### config.mk
export PLATFORM = sky130hd
export DESIGN_NAME = otp_prog_seq
export DESIGN_NICKNAME = d
export VERILOG_FILES = /design/src/rtl/otp_seq_pkg.sv /design/src/rtl/otp_cycle_timer.sv /design/src/rtl/otp_step_ctr.sv /design/src/rtl/otp_word_cmp.sv /design/src/rtl/otp_prog_seq.sv
export SDC_FILE = /design/constraint.sdc
export NUM_CORES = 1
export LEC_CHECK = 0
export BUFFER_PORTS_ARGS = -buffer_cell sky130_fd_sc_hd__clkbuf_2
export CAP_MARGIN = 25
export CORE_UTILIZATION = 47
export CTS_BUF_LIST = sky130_fd_sc_hd__clkbuf_8 sky130_fd_sc_hd__clkbuf_16
export DETAILED_ROUTE_END_ITERATION = 10
export PLACE_DENSITY = 0.74
export RECOVER_POWER = 25
export SLEW_MARGIN = 20
export SYNTH_ARGS = -nofsm -noshare
export SYNTH_HDL_FRONTEND = slang
export SYNTH_HIERARCHICAL = 1
export SYNTH_SLANG_ARGS = --single-unit
### constraint.sdc
create_clock -name clk -period 9.4 [get_ports clk]
set_input_delay 1.88 -clock clk [delete_from_list [all_inputs] [get_ports clk]]
set_output_delay 1.88 -clock clk [all_outputs]
set_load 0.02 [all_outputs]
### src/rtl/otp_seq_pkg.sv
package otp_seq_pkg;

    typedef enum logic [2:0] {
        ST_IDLE,
        ST_RAISE,
        ST_BLIND,
        ST_BGAP,
        ST_VREAD,
        ST_RPULSE,
        ST_LOWER,
        ST_FREAD
    } seq_state_t;

    typedef struct packed {
        logic pgm;
        logic oe;
        logic hv;
    } drive_t;

    function automatic int pulse_cycles(longint hz, longint us);
        longint c;
        c = (hz * us) / 64'd1_000_000;
        return (c < 1) ? 1 : int'(c);
    endfunction

    function automatic int imax(int a, int b);
        return (a > b) ? a : b;
    endfunction

    function automatic drive_t state_drive(seq_state_t s);
        drive_t d;
        d.pgm = (s == ST_BLIND) || (s == ST_RPULSE);
        d.oe  = (s == ST_VREAD) || (s == ST_FREAD);
        d.hv  = (s == ST_RAISE) || (s == ST_BLIND) || (s == ST_BGAP) ||
                (s == ST_VREAD) || (s == ST_RPULSE);
        return d;
    endfunction

endpackage

### src/rtl/otp_cycle_timer.sv
module otp_cycle_timer #(
    parameter int W = 8
) (
    input  logic         clk,
    input  logic         rst,
    input  logic         load,
    input  logic [W-1:0] load_val,
    output logic         last
);
    logic [W-1:0] cnt;

    always_ff @(posedge clk) begin
        if (rst)                cnt <= '0;
        else if (load)          cnt <= load_val;
        else if (cnt != '0)     cnt <= cnt - 1'b1;
    end

    assign last = (cnt == W'(1));
endmodule

### src/rtl/otp_step_ctr.sv
module otp_step_ctr #(
    parameter int W = 4
) (
    input  logic         clk,
    input  logic         rst,
    input  logic         clr,
    input  logic         inc,
    output logic [W-1:0] q
);
    always_ff @(posedge clk) begin
        if (rst || clr) q <= '0;
        else if (inc)   q <= q + 1'b1;
    end
endmodule

### src/rtl/otp_word_cmp.sv
module otp_word_cmp #(
    parameter int W = 16
) (
    input  logic [W-1:0] expect_w,
    input  logic [W-1:0] got_w,
    output logic         match
);
    logic [W-1:0] diff;
    assign diff  = expect_w ^ got_w;
    assign match = (diff == '0);
endmodule

### src/rtl/otp_prog_seq.sv
module otp_prog_seq #(
    parameter int ADDR_W     = 15,
    parameter int DATA_W     = 16,
    parameter int CLK_HZ     = 50_000_000,
    parameter int PULSE_US   = 50,
    parameter int MAX_RETRY  = 10,
    parameter int SETTLE_CYC = 4
) (
    input  logic              clk,
    input  logic              rst,
    input  logic              start,
    input  logic [DATA_W-1:0] src_data,
    input  logic [DATA_W-1:0] rd_data,
    output logic [ADDR_W-1:0] dev_addr,
    output logic [DATA_W-1:0] dev_wdata,
    output logic              ce_en,
    output logic              oe_en,
    output logic              pgm_strobe,
    output logic              vcc_hi_req,
    output logic              vpp_hi_req,
    output logic              busy,
    output logic              done,
    output logic              pass,
    output logic              fail,
    output logic [ADDR_W-1:0] fail_addr,
    output logic              fail_final
);
    import otp_seq_pkg::*;

    localparam int PULSE_CYC  = pulse_cycles(CLK_HZ, PULSE_US);
    localparam int SETTLE_EFF = (SETTLE_CYC < 1) ? 1 : SETTLE_CYC;
    localparam int TMR_W      = $clog2(imax(PULSE_CYC, SETTLE_EFF) + 1);
    localparam int RTY_W      = $clog2(MAX_RETRY + 2);
    localparam logic [ADDR_W-1:0] LAST_ADDR = {ADDR_W{1'b1}};
    localparam logic [TMR_W-1:0]  T_PULSE   = TMR_W'(PULSE_CYC);
    localparam logic [TMR_W-1:0]  T_SETTLE  = TMR_W'(SETTLE_EFF);
    localparam logic [RTY_W-1:0]  RTY_LIMIT = RTY_W'(MAX_RETRY);

    seq_state_t state, state_nx;
    drive_t     drv;

    logic              tmr_load, tmr_last;
    logic [TMR_W-1:0]  tmr_val;
    logic              addr_clr, addr_inc;
    logic [ADDR_W-1:0] addr;
    logic              rty_clr, rty_inc;
    logic [RTY_W-1:0]  rty;
    logic              match, addr_at_last;
    logic              fin_ok, fin_bad;

    otp_cycle_timer #(.W(TMR_W)) u_tmr (
        .clk(clk), .rst(rst), .load(tmr_load), .load_val(tmr_val), .last(tmr_last)
    );

    otp_step_ctr #(.W(ADDR_W)) u_addr (
        .clk(clk), .rst(rst), .clr(addr_clr), .inc(addr_inc), .q(addr)
    );

    otp_step_ctr #(.W(RTY_W)) u_rty (
        .clk(clk), .rst(rst), .clr(rty_clr), .inc(rty_inc), .q(rty)
    );

    otp_word_cmp #(.W(DATA_W)) u_cmp (
        .expect_w(src_data), .got_w(rd_data), .match(match)
    );

    assign addr_at_last = (addr == LAST_ADDR);

    always_comb begin
        state_nx = state;
        tmr_load = 1'b0;
        tmr_val  = T_SETTLE;
        addr_clr = 1'b0;
        addr_inc = 1'b0;
        rty_clr  = 1'b0;
        rty_inc  = 1'b0;
        fin_ok   = 1'b0;
        fin_bad  = 1'b0;
        unique case (state)
            ST_IDLE: begin
                if (start) begin
                    state_nx = ST_RAISE;
                    tmr_load = 1'b1;
                    addr_clr = 1'b1;
                    rty_clr  = 1'b1;
                end
            end
            ST_RAISE: begin
                if (tmr_last) begin
                    state_nx = ST_BLIND;
                    tmr_load = 1'b1;
                    tmr_val  = T_PULSE;
                end
            end
            ST_BLIND: begin
                if (tmr_last) begin
                    if (addr_at_last) begin
                        state_nx = ST_VREAD;
                        addr_clr = 1'b1;
                        tmr_load = 1'b1;
                    end else begin
                        state_nx = ST_BGAP;
                        addr_inc = 1'b1;
                    end
                end
            end
            ST_BGAP: begin
                state_nx = ST_BLIND;
                tmr_load = 1'b1;
                tmr_val  = T_PULSE;
            end
            ST_VREAD: begin
                if (tmr_last) begin
                    if (match) begin
                        rty_clr  = 1'b1;
                        tmr_load = 1'b1;
                        if (addr_at_last) state_nx = ST_LOWER;
                        else              addr_inc = 1'b1;
                    end else if (rty >= RTY_LIMIT) begin
                        fin_bad  = 1'b1;
                        state_nx = ST_IDLE;
                    end else begin
                        rty_inc  = 1'b1;
                        state_nx = ST_RPULSE;
                        tmr_load = 1'b1;
                        tmr_val  = T_PULSE;
                    end
                end
            end
            ST_RPULSE: begin
                if (tmr_last) begin
                    state_nx = ST_VREAD;
                    tmr_load = 1'b1;
                end
            end
            ST_LOWER: begin
                if (tmr_last) begin
                    state_nx = ST_FREAD;
                    addr_clr = 1'b1;
                    tmr_load = 1'b1;
                end
            end
            ST_FREAD: begin
                if (tmr_last) begin
                    if (!match) begin
                        fin_bad  = 1'b1;
                        state_nx = ST_IDLE;
                    end else if (addr_at_last) begin
                        fin_ok   = 1'b1;
                        state_nx = ST_IDLE;
                    end else begin
                        addr_inc = 1'b1;
                        tmr_load = 1'b1;
                    end
                end
            end
            default: state_nx = ST_IDLE;
        endcase
    end

    always_ff @(posedge clk) begin
        if (rst) begin
            state      <= ST_IDLE;
            done       <= 1'b0;
            pass       <= 1'b0;
            fail       <= 1'b0;
            fail_addr  <= '0;
            fail_final <= 1'b0;
        end else begin
            state <= state_nx;
            done  <= fin_ok | fin_bad;
            if (state == ST_IDLE && start) begin
                pass       <= 1'b0;
                fail       <= 1'b0;
                fail_final <= 1'b0;
            end
            if (fin_ok) pass <= 1'b1;
            if (fin_bad) begin
                fail       <= 1'b1;
                fail_addr  <= addr;
                fail_final <= (state == ST_FREAD);
            end
        end
    end

    assign drv        = state_drive(state);
    assign pgm_strobe = drv.pgm;
    assign oe_en      = drv.oe;
    assign ce_en      = drv.pgm | drv.oe;
    assign vcc_hi_req = drv.hv;
    assign vpp_hi_req = drv.hv;
    assign busy       = (state != ST_IDLE);
    assign dev_addr   = addr;
    assign dev_wdata  = src_data;
endmodule

# Yosys cells after proc, flatten, opt, wreduce, memory -nomap -nowiden
# Cells that the tools add are included.
[word_totals] register_bits=53 inputBits=35 out_inout_bits=56
[op_classes] magnitude_cmp=1 mux=54 eq_ne=18 n_addsub=3 bitwise_logic=3 n_reduce_logical=19
[ops] op="$mux 12" count=6
[ops] op="$mux 3" count=13
[ops] op="$pmux 12 s3" count=1
[ops] op="$mux 1" count=28
[ops] op="$pmux 3 s8" count=1
[ops] op="$logic_not 16->1" count=1
[ops] op="$xor 16x16->16" count=1
[ops] op="$add 15x1->15 const B" count=1
[ops] op="$eq 15x15->1 const B" count=1
[ops] op="$ne 2x2->1 const B" count=7
[ops] op="$eq 12x1->1 const B" count=1
[ops] op="$eq 3x3->1 const B" count=4
[ops] op="$reduce_bool 12->1" count=1
[ops] op="$sub 12x1->12 const B" count=1
[ops] op="$reduce_and 9->1" count=1
[ops] op="$logic_or 1x1->1" count=8
[ops] op="$eq 3x2->1 const B" count=2
[ops] op="$ne 3x3->1 const B" count=2
[ops] op="$pmux 1 s2" count=3
[ops] op="$pmux 1 s6" count=1
[ops] op="$reduce_bool 2->1" count=3
[ops] op="$add 4x1->4 const B" count=1
[ops] op="$ge 4x4->1 const B" count=1
[ops] op="$eq 3x1->1 const B" count=1
[ops] op="other kinds (7)" count=8

# Depth between registers and ports, before layout
[logic_depth] word_depth=6 ltp_mapped=13 mapped_depth_nobuf=11

# By module
# The synthesis kept the hierarchy.
[by_module_without_submodules] mod="otp_prog_seq" seq_area_each_um2=440.4 instances=1 cells_each=183 area_per_inst_um2=1313.8
[by_module_without_submodules] mod="otp_cycle_timer" seq_area_each_um2=240.2 instances=1 cells_each=86 area_per_inst_um2=752.0
[by_module_without_submodules] mod="otp_step_ctr (u_addr)" seq_area_each_um2=300.3 instances=1 cells_each=73 area_per_inst_um2=656.9
[by_module_without_submodules] mod="otp_step_ctr (u_rty)" seq_area_each_um2=80.1 instances=1 cells_each=17 area_per_inst_um2=177.7
[by_module_without_submodules] mod="otp_word_cmp" seq_area_each_um2=0.0 instances=1 cells_each=21 area_per_inst_um2=177.7

# Least setup slack after synthesis
# No wires, ideal clock.
[synth_path] path_kind="input to register" start="input rd_data[10]" end="register u_addr.q[13]" path_buffers=0 arrival_time_ps=4364 setup_time_ps=70 path_stages=11 path_slack_ps=4966 cell_sequence="xnor2_1 -> nand4_1 -> nor4_2 -> nand2_1 -> o21ai_0 -> a21oi_1 -> nor3_1 -> and3_4 -> nand2_1 -> or4_1 -> a21oi_1"
[synth_via] elab_chain_cells=5
[synth_lines] element="start: declaration" line="otp_prog_seq.sv:13" text="input logic [DATA_W-1:0] rd_data,"
[synth_lines] element="$xor 16x16->16" line="otp_word_cmp.sv:9" text="assign diff = expect_w ^ got_w;"
[synth_lines] element="$logic_not 16->1" line="otp_word_cmp.sv:10" text="assign match = (diff == '0);"
[synth_lines] element="via match" line="otp_prog_seq.sv:48" text="logic match, addr_at_last;"
[synth_lines] element="$mux 1" line="otp_prog_seq.sv:145" text="if (!match) begin"
[synth_lines] element="$mux 1" line="otp_prog_seq.sv:144" text="if (tmr_last) begin"
[synth_lines] element="$pmux 1 s2" line="otp_prog_seq.sv:79" text="unique case (state)"
[synth_lines] element="via addr_inc" line="otp_prog_seq.sv:44" text="logic addr_clr, addr_inc;"
[synth_lines] element="end signal: assignment" line="otp_step_ctr.sv:12" text="else if (inc) q <= q + 1'b1;"
[synth_lines] element="end: declaration" line="otp_step_ctr.sv:8" text="output logic [W-1:0] q"
# The timed path passes the listed nets, and every way through them passes these cells.
# A chain may end at the register's enable or synchronous reset.

# Final worst setup path
[layout_path] start="input rd_data[15]" end="register u_tmr.cnt[9]"
[layout_via] elab_chain_cells=6 word_cells_on_any_way=12
[layout_lines] element="$xor 16x16->16 *" line="otp_word_cmp.sv:9"
[layout_lines] element="$logic_not 16->1 *" line="otp_word_cmp.sv:10"
[layout_lines] element="via match" line="otp_prog_seq.sv:48"
[layout_lines] element="$mux 1 (on tied branches)" line="otp_prog_seq.sv:145, otp_prog_seq.sv:114"
[layout_lines] element="$mux 1 (on tied branches)" line="otp_prog_seq.sv:144, otp_prog_seq.sv:113"
[layout_lines] element="$pmux 1 s6 *" line="otp_prog_seq.sv:79"
[layout_lines] element="via tmr_load" line="otp_prog_seq.sv:42" text="logic tmr_load, tmr_last;"
[layout_lines] element="$mux 12 or $reduce_bool 2->1 (tied branches)"
[layout_lines] element="end signal: assignment" line="otp_cycle_timer.sv:14" text="else if (load) cnt <= load_val;"
[layout_lines] element="end signal: assignment" line="otp_cycle_timer.sv:15" text="else if (cnt != '0) cnt <= cnt - 1'b1;"
[layout_lines] element="end: declaration" line="otp_cycle_timer.sv:10" text="logic [W-1:0] cnt;"
# The timed path passes the listed nets; every way through them passes the cells marked *.

==> results.yml <==
synthesis:
  ys_seq_area_share_pct: 34.47
  synthCells: 380
  yosysWarnings: 6
  synth_area_leaders: "dfxtp_1, xnor2_1, nand2_1"
  yosysTopAreaCell: "dfxtp_1"
  yosysUniqueCellTypes: 61
  async_flop_share_pct: 0
  yosysTopAreaCellShare_pct: 34.47
  synth_edf_count: 0
  synth_seq_cells: 53
  syn_avg_cell_area_um2: 8.100
  synth_ff_type: "dfxtp_1"
  synth_area_um2: 3078
route:
  routed_wl_mm: 7.036
  vias: 2898
  drt_iter0_markers: 155
  antenna_left: 0
  drc: 0
  firstDrtPassIters: 5
  wl_per_cell_um: 13.35
  vias_per_cell: 5.499
die:
  fp.dieArea_um2: 6877
  core_area_um2: 6350
  fp-row-count: 29
  io_pins: 91
  die_h_um: 82.93
  die_w_um: 82.93
  initial_utilization_pct: 48.47
global_routing:
  grt_pass1_vias: 2613
  grt_pass1_wl_mm: 11.76
  grt_overflow: 0
  antenna_found_initial: 0
  grt_use_total_pct: 20.56
  grt_max_degree: 40
min_path:
  hp-class: "reg2reg"
  worstHoldStart: "pass$_SDFFE_PP0P_"
placement:
  placed_area_um2: 3447
  port_buffers: 90
  pre_cts_slack_ns: 4.230
  post-dp-hpwl_mm: 5.097
  place_congestion: 0.9222
pwr:
  p_leak_nw: 1.407
  powerDensity_nw_per_um2: 222.1
  ir_worst_vdd_mv: 0.1184
worst_setup_path:
  critPathRequiredTime_ns: 9.66
  r2r_start: "u_tmr/cnt[8]$_SDFFE_PP0P_"
  cp_data_arrival_time_ns: 5.18
  crit_start: "rd_data[15]"
  start_kind: "input port"
  critPathKind: "in2reg"
  path_max_fanout: 21
  endpoint_kind: "flop"
clock_network:
  clkLatencyLatePin_ns: 0.31
  tritoncts.num_buffers: 5
  ctsHtreeMaxLevel: 2
  cts_tree: "built"
  post_cts_buffers: 0
  clockRootBuffer: "clkbuf_8"
  clk_pin_slew_worst_paths_ns: 0.10
  cts-resized-gates: 0
  cts_max_path_buffers: 2
  cts_hold_buf: 0
  cts.sinks: 53
final_layout:
  final_area_um2: 3526
  num-fill-cells: 607
  drive_above_1_share_pct: 21.33
  finalNetCount: 489
  n_antenna_cell: 0
  final_util_pct: 55.53
  syn2layout_area_growth_pct: 14.55
timing:
  timing.hold.ws_ns: 0.4595
  maxSlewHeadroom_pct: 39.01
  fin_skew_ns: 0.008335
  period_needed_ns: 4.923
  rsz0062_at_grt: "no"
  fmax_ghz: 0.2031
  hold_violations: 0
  setup-tns-final_ns: 0
  slew_violations: 0
  layout_setup_ws_ns: 4.477
  finalSetupViolCount: 0
  tightest_slew_ns: 0.9120
  min_period_over_period_pct: 52.37
run_status:
  status: "complete, no violations"
run:
  cap_violations: 0
-- kinds of logic after synthesis --
| group | count (synthesis) | share of synthesized area, % |
|---|---|---|
| AO/OA/AOI/OAI | 68 | 14.72 |
| XOR/XNOR | 35 | 9.960 |
| adder cells (fa/ha/maj) | 5 | 2.033 |
| buffers and inverters | 44 | 7.845 |
| flip-flops | 53 | 34.47 |
| multiplexers | 5 | 1.667 |
| other | 2 | 0.2440 |
| AND/OR/NAND/NOR | 168 | 29.07 |
-- critical path, cell delays in order --
cell and delay [ns]:
clkbuf_2 0.08, xnor2_1 0.18, nand4_1 0.12, nor4_2 0.56, nor3_1 0.11, or4_4 0.45
a31oi_2 0.68, inv_1 0.29, a31oi_1 0.53, o221a_2 0.29
-- routing by layer --
metal / vias to the layer above / wire [um] / GRT usage [%]
li1: 1458 / - / -
met1: 1322 / 3223 / 26.23
met2: 106 / 3323 / 35.62
met3: 12 / 402 / 3.380
met4: 0 / 87 / 5.956
met5: - / 0 / 0
-- path summary, 6_finish.rpt --
path	end	slack, ns	cells past startpoint
max	u_tmr/cnt[9]$_SDFFE_PP0P_	4.48	10
min	pass$_SDFFE_PP0P_	0.46	2
max reg2reg	u_tmr/cnt[9]$_SDFFE_PP0P_	5.59	10
min reg2reg	pass$_SDFFE_PP0P_	0.46	2
-- per-stage QoR --
step	total power, mW	cells
2_1_floorplan	0.5608	386
3_3_place_gp	0.6184	519
3_5_place_dp	0.6232	519
4_1_cts	0.7864	527
5_1_grt	0.8374	527
6_report	0.7831	527
-- report_power, final --
group	leakage (nW)	switching (mW)	total, mW	internal [mW]
sequential	0.430	0.0374	0.288	0.250
clock	0.0585	0.0786	0.159	0.0800
combinational	0.918	0.201	0.337	0.135
total	1.41	0.317	0.783	0.466
-- flip-flops by register name, summed over array words and instances, names as in the netlist --
register	cells
state	3
u_tmr/cnt	12
done	1
fail_final	1
u_rty/q	4
fail	1
u_addr/q	15
pass	1
fail_addr	15
-- placed cells by master (no fill, tap or decap), types with 2 or more instances in the layout --
master    Yosys  routed
a21oi_1      30      30
o211a_1       6       6
dfxtp_1      53      53
ha_1          5       5
nor3_1       14      14
o21ai_1       2       2
o31ai_1       4       4
nand2b_1     10      10
or3_1         3       3
nand4_1      14      14
nor4_1        4       4
nor2_1       28      28
nand3_1      27      27
nand2_1      41      41
o21ai_0       8       8
a211oi_1      2       2
inv_1         9       9
clkbuf_1     11      27
xnor2_1      26      26
or4_4         2       2
a31oi_1       2       2
o21ai_2       2       2
or2_2         5       5
conb_1        2       8
and2_1        2       2
clkbuf_2      0      63
mux2i_1       4       4
clkbuf_8      0       5
xor2_1        9       9
or4_1         2       2
-- Yosys cell counts (3+ instances only) --
master / count
nand4_1: 14
o31ai_1: 4
ha_1: 5
xor2_1: 9
xnor2_1: 26
or2_2: 5
nand2_1: 41
inv_1: 9
o211a_1: 6
dfxtp_1: 53
nor3_1: 14
nor2_1: 28
nor4_1: 4
nand2b_1: 10
buf_4: 17
buf_2: 4
or3_1: 3
a21oi_1: 30
mux2i_1: 4
clkbuf_1: 11
nand3_1: 27
o21ai_0: 8
-- layout make-up --
cell class	count	area, um^2	area share [%]
multi-input combinational	289	1798	50.99
sequential	53	1061	30.09
timing repair buffer	91	424.2	12.03
tap	77	96.34	2.732
clock buffer	5	68.82	1.952
clock inverter	3	43.79	1.242
inverter	9	33.78	0.9581
Power figures use the tool's default switching activity.
